<file path="src/rtl/bchunk_pkg.sv">
// Shared constants and types for the burst-limited FIFO transfer chunker.
// Assumes a single locality and a 24-bit register address space.
package bchunk_pkg;
    localparam int              ADDR_W     = 24;
    localparam logic [23:0]     LOC_BASE   = 24'hD40000;
    localparam logic [23:0]     STS_OFS    = 24'h000018;
    localparam logic [23:0]     FIFO_OFS   = 24'h000024;
    localparam int              STS_BYTES  = 4;
    localparam int              BURST_LSB  = 8;
    localparam int              BURST_W    = 16;
    localparam int              CHUNK_MAX  = 64;
    localparam int              SIZE_W     = $clog2(CHUNK_MAX + 1);

    typedef enum logic [2:0] {
        PH_IDLE,
        PH_STS_ASK,
        PH_STS_WAIT,
        PH_DAT_ASK,
        PH_DAT_MOVE
    } phase_t;
endpackage

</file>
<file path="src/rtl/bchunk_status_capture.sv">
// Gathers the bytes of a status-register read into a little-endian word
// and exposes the burst count field. Assumes bytes arrive in order, lowest
// first, and that a clear precedes each new read.
module bchunk_status_capture #(
    parameter int NBYTES    = 4,
    parameter int FIELD_LSB = 8,
    parameter int FIELD_W   = 16
) (
    input  logic                  clk,
    input  logic                  rst_n,
    input  logic                  clear,
    input  logic                  byte_vld,
    input  logic [7:0]            byte_in,
    output logic [NBYTES*8-1:0]   word_o,
    output logic [FIELD_W-1:0]    field_o
);
    localparam int IDX_W = $clog2(NBYTES) + 1;

    logic [IDX_W-1:0] lane_idx;

    // Track which byte lane receives the next incoming byte.
    always_ff @(posedge clk) begin
        if (!rst_n) begin
            lane_idx <= '0;
        end else if (clear) begin
            lane_idx <= '0;
        end else if (byte_vld && (lane_idx < IDX_W'(NBYTES))) begin
            lane_idx <= lane_idx + 1'b1;
        end
    end

    for (genvar g = 0; g < NBYTES; g++) begin : g_lane
        // Latch one byte lane when its turn comes.
        always_ff @(posedge clk) begin
            if (!rst_n) begin
                word_o[g*8 +: 8] <= 8'h00;
            end else if (clear) begin
                word_o[g*8 +: 8] <= 8'h00;
            end else if (byte_vld && (lane_idx == IDX_W'(g))) begin
                word_o[g*8 +: 8] <= byte_in;
            end
        end
    end

    assign field_o = word_o[FIELD_LSB +: FIELD_W];

    // A clear always leaves an empty word behind.
    p_clear_empties_r3: assert property (@(posedge clk) disable iff (!rst_n)
        clear |=> (word_o == '0));

    // The first byte after a clear lands in the lowest lane.
    p_first_lane_low_r3: assert property (@(posedge clk) disable iff (!rst_n)
        (lane_idx == '0) && byte_vld && !clear |=> (word_o[7:0] == $past(byte_in)));
endmodule

</file>
<file path="src/rtl/bchunk_size_calc.sv">
// Picks the size of the next FIFO transaction as the smallest of the bytes
// left, the reported burst count and the framer cap. Purely combinational;
// assumes the burst count is nonzero when the result is used.
module bchunk_size_calc #(
    parameter int REM_W   = 16,
    parameter int BURST_W = 16,
    parameter int CAP     = 64,
    parameter int SIZE_W  = 7
) (
    input  logic [REM_W-1:0]   remaining,
    input  logic [BURST_W-1:0] burst,
    output logic [SIZE_W-1:0]  size_o
);
    localparam int CMP_W = (REM_W > BURST_W) ? REM_W + 1 : BURST_W + 1;

    logic [CMP_W-1:0] rem_x;
    logic [CMP_W-1:0] burst_x;
    logic [CMP_W-1:0] cap_x;
    logic [CMP_W-1:0] pick_a;
    logic [CMP_W-1:0] pick_b;

    // Widen all three operands and take the minimum in two steps.
    always_comb begin
        rem_x   = CMP_W'(remaining);
        burst_x = CMP_W'(burst);
        cap_x   = CMP_W'(CAP);
        pick_a  = (rem_x < burst_x) ? rem_x : burst_x;
        pick_b  = (pick_a < cap_x) ? pick_a : cap_x;
        size_o  = SIZE_W'(pick_b);
    end
endmodule

</file>
<file path="src/rtl/bchunk_tracker.sv">
// Holds the outstanding byte count and the buffer byte address of the
// current transfer. Assumes a consume never exceeds what is outstanding.
module bchunk_tracker #(
    parameter int LEN_W  = 16,
    parameter int SIZE_W = 7
) (
    input  logic              clk,
    input  logic              rst_n,
    input  logic              load,
    input  logic [LEN_W-1:0]  len,
    input  logic              step,
    input  logic              consume,
    input  logic [SIZE_W-1:0] size,
    output logic [LEN_W-1:0]  rem_o,
    output logic [LEN_W-1:0]  addr_o
);
    // Outstanding bytes: loaded at start, reduced per finished chunk.
    always_ff @(posedge clk) begin
        if (!rst_n) begin
            rem_o <= '0;
        end else if (load) begin
            rem_o <= len;
        end else if (consume) begin
            rem_o <= rem_o - LEN_W'(size);
        end
    end

    // Buffer address: cleared at start, advanced per data byte.
    always_ff @(posedge clk) begin
        if (!rst_n) begin
            addr_o <= '0;
        end else if (load) begin
            addr_o <= '0;
        end else if (step) begin
            addr_o <= addr_o + 1'b1;
        end
    end

    // The outstanding count never wraps below zero.
    p_no_underflow_r8: assert property (@(posedge clk) disable iff (!rst_n)
        consume && !load |-> (LEN_W'(size) <= rem_o));

    // Each moved data byte advances the address by exactly one.
    p_addr_step_r6: assert property (@(posedge clk) disable iff (!rst_n)
        step && !load |=> (addr_o == $past(addr_o) + 1'b1));
endmodule

</file>
<file path="src/rtl/bchunk_top.sv">
// Burst-limited FIFO transfer chunker. Splits a transfer into FIFO
// transactions whose size follows the burst count read from the status
// register before each chunk, re-polling while that count is zero.
// Assumes the framer returns read bytes in order and raises fr_done only
// after the last byte of a transaction.
module bchunk_top
    import bchunk_pkg::*;
#(
    parameter int LEN_W = 16
) (
    input  logic              clk,
    input  logic              rst_n,
    input  logic              cmd_start,
    input  logic              cmd_dir,
    input  logic [LEN_W-1:0]  cmd_len,
    output logic              cmd_busy,
    output logic              cmd_done,
    output logic              cmd_err,
    output logic              fr_req,
    output logic              fr_read,
    output logic [23:0]       fr_addr,
    output logic [6:0]        fr_size,
    input  logic              fr_gnt,
    input  logic              fr_done,
    input  logic              fr_timeout,
    input  logic              fr_rd_valid,
    input  logic [7:0]        fr_rd_data,
    input  logic              fr_wr_pull,
    output logic [7:0]        fr_wr_data,
    output logic [LEN_W-1:0]  buf_addr,
    output logic              buf_we,
    output logic [7:0]        buf_wdata,
    input  logic [7:0]        buf_rdata
);
    localparam logic [23:0] STS_ADDR  = LOC_BASE + STS_OFS;
    localparam logic [23:0] FIFO_ADDR = LOC_BASE + FIFO_OFS;

    phase_t               phase_q;
    phase_t               phase_d;
    logic                 dir_q;
    logic [SIZE_W-1:0]    size_q;
    logic [SIZE_W-1:0]    size_next;
    logic                 done_q;
    logic                 err_q;
    logic [LEN_W-1:0]     rem;
    logic [STS_BYTES*8-1:0] sts_word;
    logic [BURST_W-1:0]   burst;
    logic                 accept;
    logic                 sts_clear;
    logic                 sts_byte;
    logic                 data_byte;
    logic                 chunk_ok;
    logic                 last_chunk;

    assign accept     = (phase_q == PH_IDLE) && cmd_start;
    assign sts_clear  = (phase_q == PH_STS_ASK) && fr_gnt;
    assign sts_byte   = (phase_q == PH_STS_WAIT) && fr_rd_valid;
    assign data_byte  = (phase_q == PH_DAT_MOVE) && (dir_q ? fr_rd_valid : fr_wr_pull);
    assign chunk_ok   = (phase_q == PH_DAT_MOVE) && fr_done && !fr_timeout;
    assign last_chunk = (rem == LEN_W'(size_q));

    bchunk_status_capture #(
        .NBYTES    (STS_BYTES),
        .FIELD_LSB (BURST_LSB),
        .FIELD_W   (BURST_W)
    ) u_sts (
        .clk      (clk),
        .rst_n    (rst_n),
        .clear    (sts_clear),
        .byte_vld (sts_byte),
        .byte_in  (fr_rd_data),
        .word_o   (sts_word),
        .field_o  (burst)
    );

    bchunk_size_calc #(
        .REM_W   (LEN_W),
        .BURST_W (BURST_W),
        .CAP     (CHUNK_MAX),
        .SIZE_W  (SIZE_W)
    ) u_size (
        .remaining (rem),
        .burst     (burst),
        .size_o    (size_next)
    );

    bchunk_tracker #(
        .LEN_W  (LEN_W),
        .SIZE_W (SIZE_W)
    ) u_trk (
        .clk     (clk),
        .rst_n   (rst_n),
        .load    (accept),
        .len     (cmd_len),
        .step    (data_byte),
        .consume (chunk_ok),
        .size    (size_q),
        .rem_o   (rem),
        .addr_o  (buf_addr)
    );

    // Next-phase decision for the chunk loop.
    always_comb begin
        phase_d = phase_q;
        unique case (phase_q)
            PH_IDLE: begin
                if (cmd_start && (cmd_len != '0)) phase_d = PH_STS_ASK;
            end
            PH_STS_ASK: begin
                if (fr_gnt) phase_d = PH_STS_WAIT;
            end
            PH_STS_WAIT: begin
                if (fr_done) begin
                    if (fr_timeout)        phase_d = PH_IDLE;
                    else if (burst == '0)  phase_d = PH_STS_ASK;
                    else                   phase_d = PH_DAT_ASK;
                end
            end
            PH_DAT_ASK: begin
                if (fr_gnt) phase_d = PH_DAT_MOVE;
            end
            PH_DAT_MOVE: begin
                if (fr_done) begin
                    if (fr_timeout || last_chunk) phase_d = PH_IDLE;
                    else                          phase_d = PH_STS_ASK;
                end
            end
            default: phase_d = PH_IDLE;
        endcase
    end

    // Phase register.
    always_ff @(posedge clk) begin
        if (!rst_n) phase_q <= PH_IDLE;
        else        phase_q <= phase_d;
    end

    // Direction latched at the accepted start.
    always_ff @(posedge clk) begin
        if (!rst_n)      dir_q <= 1'b0;
        else if (accept) dir_q <= cmd_dir;
    end

    // Chunk size fixed once the status read gives a nonzero burst count.
    always_ff @(posedge clk) begin
        if (!rst_n) begin
            size_q <= '0;
        end else if ((phase_q == PH_STS_WAIT) && fr_done && !fr_timeout && (burst != '0)) begin
            size_q <= size_next;
        end
    end

    // Completion pulse: zero length, last good chunk, or any timeout.
    always_ff @(posedge clk) begin
        if (!rst_n) begin
            done_q <= 1'b0;
        end else begin
            done_q <= (accept && (cmd_len == '0))
                   || (chunk_ok && last_chunk)
                   || (((phase_q == PH_STS_WAIT) || (phase_q == PH_DAT_MOVE)) && fr_done && fr_timeout);
        end
    end

    // Error flag: set by a timeout, cleared by the next accepted start.
    always_ff @(posedge clk) begin
        if (!rst_n) begin
            err_q <= 1'b0;
        end else if (accept) begin
            err_q <= 1'b0;
        end else if (((phase_q == PH_STS_WAIT) || (phase_q == PH_DAT_MOVE)) && fr_done && fr_timeout) begin
            err_q <= 1'b1;
        end
    end

    assign cmd_busy   = (phase_q != PH_IDLE);
    assign cmd_done   = done_q;
    assign cmd_err    = err_q;
    assign fr_req     = (phase_q == PH_STS_ASK) || (phase_q == PH_DAT_ASK);
    assign fr_read    = (phase_q == PH_STS_ASK) ? 1'b1 : dir_q;
    assign fr_addr    = (phase_q == PH_STS_ASK) ? STS_ADDR : FIFO_ADDR;
    assign fr_size    = (phase_q == PH_STS_ASK) ? SIZE_W'(STS_BYTES) : size_q;
    assign fr_wr_data = buf_rdata;
    assign buf_we     = (phase_q == PH_DAT_MOVE) && dir_q && fr_rd_valid;
    assign buf_wdata  = fr_rd_data;

    // A pending request keeps its attributes until the framer grants it.
    p_req_hold_r11: assert property (@(posedge clk) disable iff (!rst_n)
        fr_req && !fr_gnt |=> fr_req && $stable(fr_addr) && $stable(fr_size) && $stable(fr_read));

    // Every FIFO request carries a size between 1 and the cap.
    p_size_range_r5: assert property (@(posedge clk) disable iff (!rst_n)
        fr_req && (fr_addr == FIFO_ADDR) |-> (fr_size != '0) && (fr_size <= SIZE_W'(CHUNK_MAX)));

    // A zero-length start completes next cycle without a request.
    p_zero_len_r9: assert property (@(posedge clk) disable iff (!rst_n)
        !cmd_busy && cmd_start && (cmd_len == '0) |=> cmd_done && !fr_req);

    // Completion always coincides with the block being idle.
    p_done_idle_r8: assert property (@(posedge clk) disable iff (!rst_n)
        cmd_done |-> !cmd_busy);

    // The error flag only appears together with a completion.
    p_err_with_done_r10: assert property (@(posedge clk) disable iff (!rst_n)
        $rose(cmd_err) |-> cmd_done);

    // Status bytes never reach the buffer.
    p_no_sts_write_r6: assert property (@(posedge clk) disable iff (!rst_n)
        sts_byte |-> !buf_we);
endmodule

</file>
<file path="config.mk">
export PLATFORM = sky130hd
export DESIGN_NAME = bchunk_top
export DESIGN_NICKNAME = d
export VERILOG_FILES = /design/src/rtl/bchunk_pkg.sv /design/src/rtl/bchunk_status_capture.sv /design/src/rtl/bchunk_size_calc.sv /design/src/rtl/bchunk_tracker.sv /design/src/rtl/bchunk_top.sv
export SDC_FILE = /design/constraint.sdc
export NUM_CORES = 1
export LEC_CHECK = 0
export ABC_AREA = 1
export BUFFER_PORTS_ARGS = -buffer_cell sky130_fd_sc_hd__buf_4
export CAP_MARGIN = 0
export CORE_MARGIN = 8
export CORE_UTILIZATION = 54
export CTS_CLUSTER_SIZE = 40
export DETAILED_ROUTE_END_ITERATION = 12
export PLACE_DENSITY = 0.81
export SYNTH_ARGS = -nofsm -noshare
export SYNTH_HDL_FRONTEND = slang
export SYNTH_SLANG_ARGS = --single-unit
</file>
<file path="constraint.sdc">
create_clock -name clk -period 2.05 [get_ports clk]
set_clock_uncertainty 0.05 [all_clocks]
set_input_delay 0.41 -clock clk [delete_from_list [all_inputs] [get_ports clk]]
set_output_delay 0.41 -clock clk [all_outputs]
set_load 0.02 [all_outputs]
</file>
======== Yosys cells after proc, flatten, opt, wreduce, memory -nomap -nowiden ========
Cells that the tools add are included.
cells by class
  multiplexer cells ....................... 17
  equal/unequal tests ..................... 12
  $add $sub $neg .......................... 3
  reduce and logical (&&, ||, !) cells .... 35
  bitwise operators ....................... 1
  magnitude comparators ................... 3
operator list
  kind                   number
  $mux 16                3
  $logic_not 16->1       2
  $reduce_bool 16->1     2
  $logic_and 1x1->1      19
  $add 16x1->16 const B  1
  $eq 16x7->1            1
  $lt 16x16->1           1
  $lt 16x7->1 const B    1
  $sub 16x7->16          1
  $mux 3                 5
  $pmux 3 s5             1
  $mux 7                 2
  $eq 3x2->1 const B     3
  $ne 2x2->1 const B     4
  $eq 3x1->1 const B     2
  $mux 6                 1
  $logic_or 1x1->1       5
  $reduce_and 5->1       1
  $mux 2                 2
  $reduce_or 2->1        2
  $add 3x1->3 const B    1
  $eq 3x3->1 const B     1
  $logic_not 3->1        1
  $lt 3x3->1 const B     1
  6 further kinds        8
word-level totals
  word-level logic and storage cells ...... 81
  flip-flop bits (word level) ............. 64
  output and inout bits ................... 69
  input bits .............................. 41

======== Longest topological paths before layout ========
  word-level depth ........................ 6
  mapped depth ............................ 15
  mapped depth without buffers ............ 15

======== Cells and area by module ========
From an unflattened synthesis, not the netlist that was laid out.
second synthesis, totals
  cell total of the unflattened synthesis .. 852
  area total of the unflattened synthesis .. 5,486.5 µm²
modules (own cells, without submodules)
  module                 sequential area each (µm²)  cells an instance  times used  area each (µm²)
  bchunk_tracker         640.6                       305                1           2,004.4
  bchunk_status_capture  700.7                       228                1           1,560.2
  bchunk_top             260.2                       209                1           1,266.2
  bchunk_size_calc       0.0                         110                1           655.6

======== Worst setup path before layout ========
No wires, ideal clock.
  path type ............................... register -> output
  start point ............................. register phase_q[0]
  end point ............................... output fr_read
  arrival time ............................ 1,748 ps
  path slack .............................. -158 ps
  data required time ...................... 1,590 ps
  cell stages (with the launch flop) ...... 7
  path buffers ............................ 0
  cell sequence ........................... dfxtp_1 -> inv_1 -> nor2_1 -> inv_2 -> nor2_1 -> inv_2 -> nand2_1
on the way
  word-level cells in the longest chain between the ends .. 2
ends and longest elaborated chain
  element                 RTL line           RTL
  start, declared         bchunk_top.sv:38   phase_t phase_q;
  start signal, assigned  bchunk_top.sv:135  else phase_q <= phase_d;
  $eq 3x1->1              bchunk_top.sv:179  assign fr_read = (phase_q == PH_STS_ASK) ? 1'b1 : dir_q;
  $mux 1                  bchunk_top.sv:179
  end, declared           bchunk_top.sv:20   output logic fr_read,
Every way passes these cells.

======== Worst setup path after layout ========
  start point ............................. register u_trk.rem_o[0]
  end point ............................... register u_trk.rem_o[14]
on the way
  word-level cells in the longest chain between the ends .. 3
ends and longest elaborated chain
  element                 RTL line              RTL
  start, declared         bchunk_tracker.sv:14  output logic [LEN_W-1:0] rem_o,
  start signal, assigned  bchunk_tracker.sv:22  rem_o <= len;
  start signal, assigned  bchunk_tracker.sv:24  rem_o <= rem_o - LEN_W'(size);
  $sub 16x7->16           bchunk_tracker.sv:24
  $mux 16                 bchunk_tracker.sv:23  end else if (consume) begin
  $mux 16                 bchunk_tracker.sv:21  end else if (load) begin
Every way passes these cells. The select of a mux whose other input is x is not followed.
A chain may end at the register's enable or synchronous reset.

==> qor.yml <==
global_routing:
  grt_pass1_wl_um: 19000
  grt_max_degree: 25
  grtUsageTotal_pct: 20.7
  antenna_found_initial: 0
  grt_overflow: 0
  grt_pass1_vias: 4172
sta:
  finalSetupViolCount: 1
  max_freq_ghz: 0.481
  rsz0062_at_grt: "true"
  maxSlewViolCount: 0
  timing.hold.ws_ns: 0.291
  period_needed_ns: 2.08
  min_period_over_period_pct: 101
  hold_violations: 0
  finalWorstSetupSlack_ns: -0.0299
place:
  portBuffers: 73
  hpwlAfterDp_um: 8870
  gp_congestion: 0.905
cells_and_area:
  antenna_cells: 0
  finish.utilization_pct: 66.2
  drive_gt1_share_pct: 23.4
  area_delta_synth_final_pct: 19.8
  nNetsFinal: 743
  nFillCells: 671
yosys:
  synth_cell_type_count: 42
  synth_warnings: 0
  async_flop_share_pct: 0
  synth_common_cells: "nand2_1 (114), inv_1 (80), dfxtp_1 (64)"
  synth_seq_cells: 64
  yosys.area.top_type_share_pct: 30.3
  synth-edff-count: 0
  synth_seq_area_share_pct: 30.3
  synthFlopType: "dfxtp_1"
  syn_inst: 602
  synth.cell_area_um2: 4230
  synth_most_common_cell: "nand2_1"
  ys_top_cells_by_area: "dfxtp_1 (30%), nand2_1 (10%), ha_1 (7.7%)"
  synth_largest_area_cell: "dfxtp_1"
  syn_area_per_cell_um2: 7.02
power_and_ir_drop:
  p_leak_uw: 0.00242
  ir_worst_vdd_v: 0.000399
  power.sequential.fraction_pct: 34.1
  intPower_uw: 2460
  pwr-share-clk_pct: 26.2
  pwr-share-comb_pct: 39.7
  p_sw_uw: 1600
  switching_share_pct: 39.5
  power_density_nw_per_um2: 803
clocking:
  cts.path.max_buffers: 2
  clk_pin_slew_ns: 0.07
  cts_buffers: 9
  clk_latency_ns: 0.35
  cts_tree: "done"
  cts_max_level: 3
  cts.sinks: 64
  cts_root_buf: "clkbuf_8"
setup_path:
  cp-start-kind: "register"
  worst-path-buf-inv: 1
  critical_path.slowest_cell: "dfxtp_2"
  cp_max_fo: 4
  cp.arrival_ns: 2.31
  worstSetupEndpointType: "register"
  crit_required_ns: 2.28
  cpLargestDelayFamily: "simple AND/OR/NAND/NOR gates"
  path_cells: "inv_2 -> ha_4 -> fa_2 -> nand3b_1 -> a21oi_2 -> nor2_4 -> nand4_1 -> xor2_1 -> a21oi_1 -> nor2_1"
  crit_path_max_incr_delay_ns: 0.35
  worstSetupPathType: "reg -> reg"
route:
  vias: 4149
  wl_um: 11600
  drc: 0
  wl_per_cell_um: 14.8
  vias_per_cell: 5.31
  drt-initial-drc-count: 254
  drtAntennaViolNets: 0
  drtPass1Iterations: 5
run:
  drv_cap: 0
outcome:
  status: "finished with violations"
  violations: "negative setup slack"
die:
  dieWidth_um: 104
  dieArea_um2: 10900
  rows: 32
  io_pins: 110
  die_h_um: 104
  core_area_um2: 7650
  start_util_pct: 55.3
hold_path:
  hold_path.class: "in -> reg"
==> area by class of cell <==
cell class	count	area, um2	share of cell area [%]
inverter	88	333	6.57
tap	102	128	2.52
sequential	64	1290	25.4
clock buffer	10	128	2.52
multi-input combinational	422	2450	48.4
clock inverter	6	60.1	1.19
timing repair buffer	90	676	13.3
==> sequential cells by signal, summed over array words and instances, names as in the netlist <==
signal and flops:
u_sts.field_o 16, u_trk.addr_o 16, u_trk.rem_o 16, size_q 7, phase_q 3, u_sts.lane_idx 3
cmd_done 1, cmd_err 1, dir_q 1
==> stage by stage <==
| stage | instances | total power [uW] | setup TNS (ns) | setup slack [ns] | instance area, um2 |
|---|---|---|---|---|---|
| floorplan | 620 | 2440 | 0 | 0.0209 | 4300 |
| global placement | 760 | 2770 | 0 | 0.0281 | 4710 |
| detailed placement | 760 | 2820 | -0.0785 | -0.0785 | 4710 |
| CTS | 776 | 3910 | 0 | 0.0212 | 4930 |
| global route | 782 | 4310 | -0.456 | -0.111 | 5060 |
| finish | 782 | 4060 | -0.0299 | -0.0299 | 5060 |
==> worst reg2reg max path, delay by kind of cell (launching register included) <==
family | cells | cell delay (ns)
xor+xnor | 1 | 0.16
compound gates | 2 | 0.36
fa+ha+maj | 2 | 0.51
simple gates | 4 | 0.53
buf+inv | 1 | 0.05
flops | 1 | 0.35
==> power by group through the flow <==
stage	registers [uW]	logic [uW]	clock network, uW
2_1_floorplan	1390	1050	0
3_3_place_gp	1400	1370	0
3_5_place_dp	1400	1420	0
4_1_cts	1380	1450	1090
5_1_grt	1390	1780	1140
6_report	1380	1610	1070
==> per-layer routing <==
| layer | routed length [um] | part of all wire [%] | up-vias | global-route usage (%) |
|---|---|---|---|---|
| met4 | 338 | 2.9 | 0 | 8.89 |
| met5 | 0 | 0 | - | 0 |
| met3 | 797 | 6.9 | 32 | 6.51 |
| li1 | - | - | 2060 | - |
| met2 | 5800 | 50 | 154 | 35.8 |
| met1 | 4610 | 40 | 1903 | 22.7 |
==> placed cells by master (no fill, tap or decap), types with 3 or more instances in the layout <==
cell,count
a211oi_1,14
a21oi_1,38
a21oi_2,4
a31oi_1,10
buf_4,90
clkbuf_8,9
clkinv_2,3
conb_1,20
dfxtp_1,59
dfxtp_2,5
ha_1,23
ha_4,3
inv_1,79
inv_2,8
nand2_1,114
nand2_2,6
nand2_4,3
nand3_1,32
nand3_2,4
nand4_1,10
nor2_1,59
nor2_4,8
nor3_1,7
nor4_1,9
o21a_1,4
o21ai_0,16
o21ai_1,3
o22ai_1,3
xnor2_1,3
xor2_1,10
==> cell families after synthesis <==
kind of cell,after synthesis,share of synthesized area [%]
other cells,2,0.178
fa+ha+maj,27,8.17
compound gates,101,14.3
xor+xnor,13,2.69
buf+inv,134,15.9
simple gates,261,28.5
flops,64,30.3
==> path summary, 6_finish.rpt <==
check                                startpoint         endpoint  slack [ns]  cells past startpoint
worst max-delay path             u_trk.rem_o[0]  u_trk.rem_o[14]       -0.03                     10
worst min-delay path                 cmd_len[5]   u_trk.rem_o[5]        0.29                      3
worst max register to register   u_trk.rem_o[0]  u_trk.rem_o[14]       -0.03                     10
worst min register to register  u_trk.addr_o[4]  u_trk.addr_o[4]        0.44                      2
==> timing repair <==
item	in CTS	in global routing
pin swaps	1	9
endpoints found under the hold margin	0	0
endpoints found under the setup margin	13	22
setup buffers	0	6
hold buffers	0	0
gates resized for setup	8	23
No activity file was read; power rests on OpenSTA's default activity.
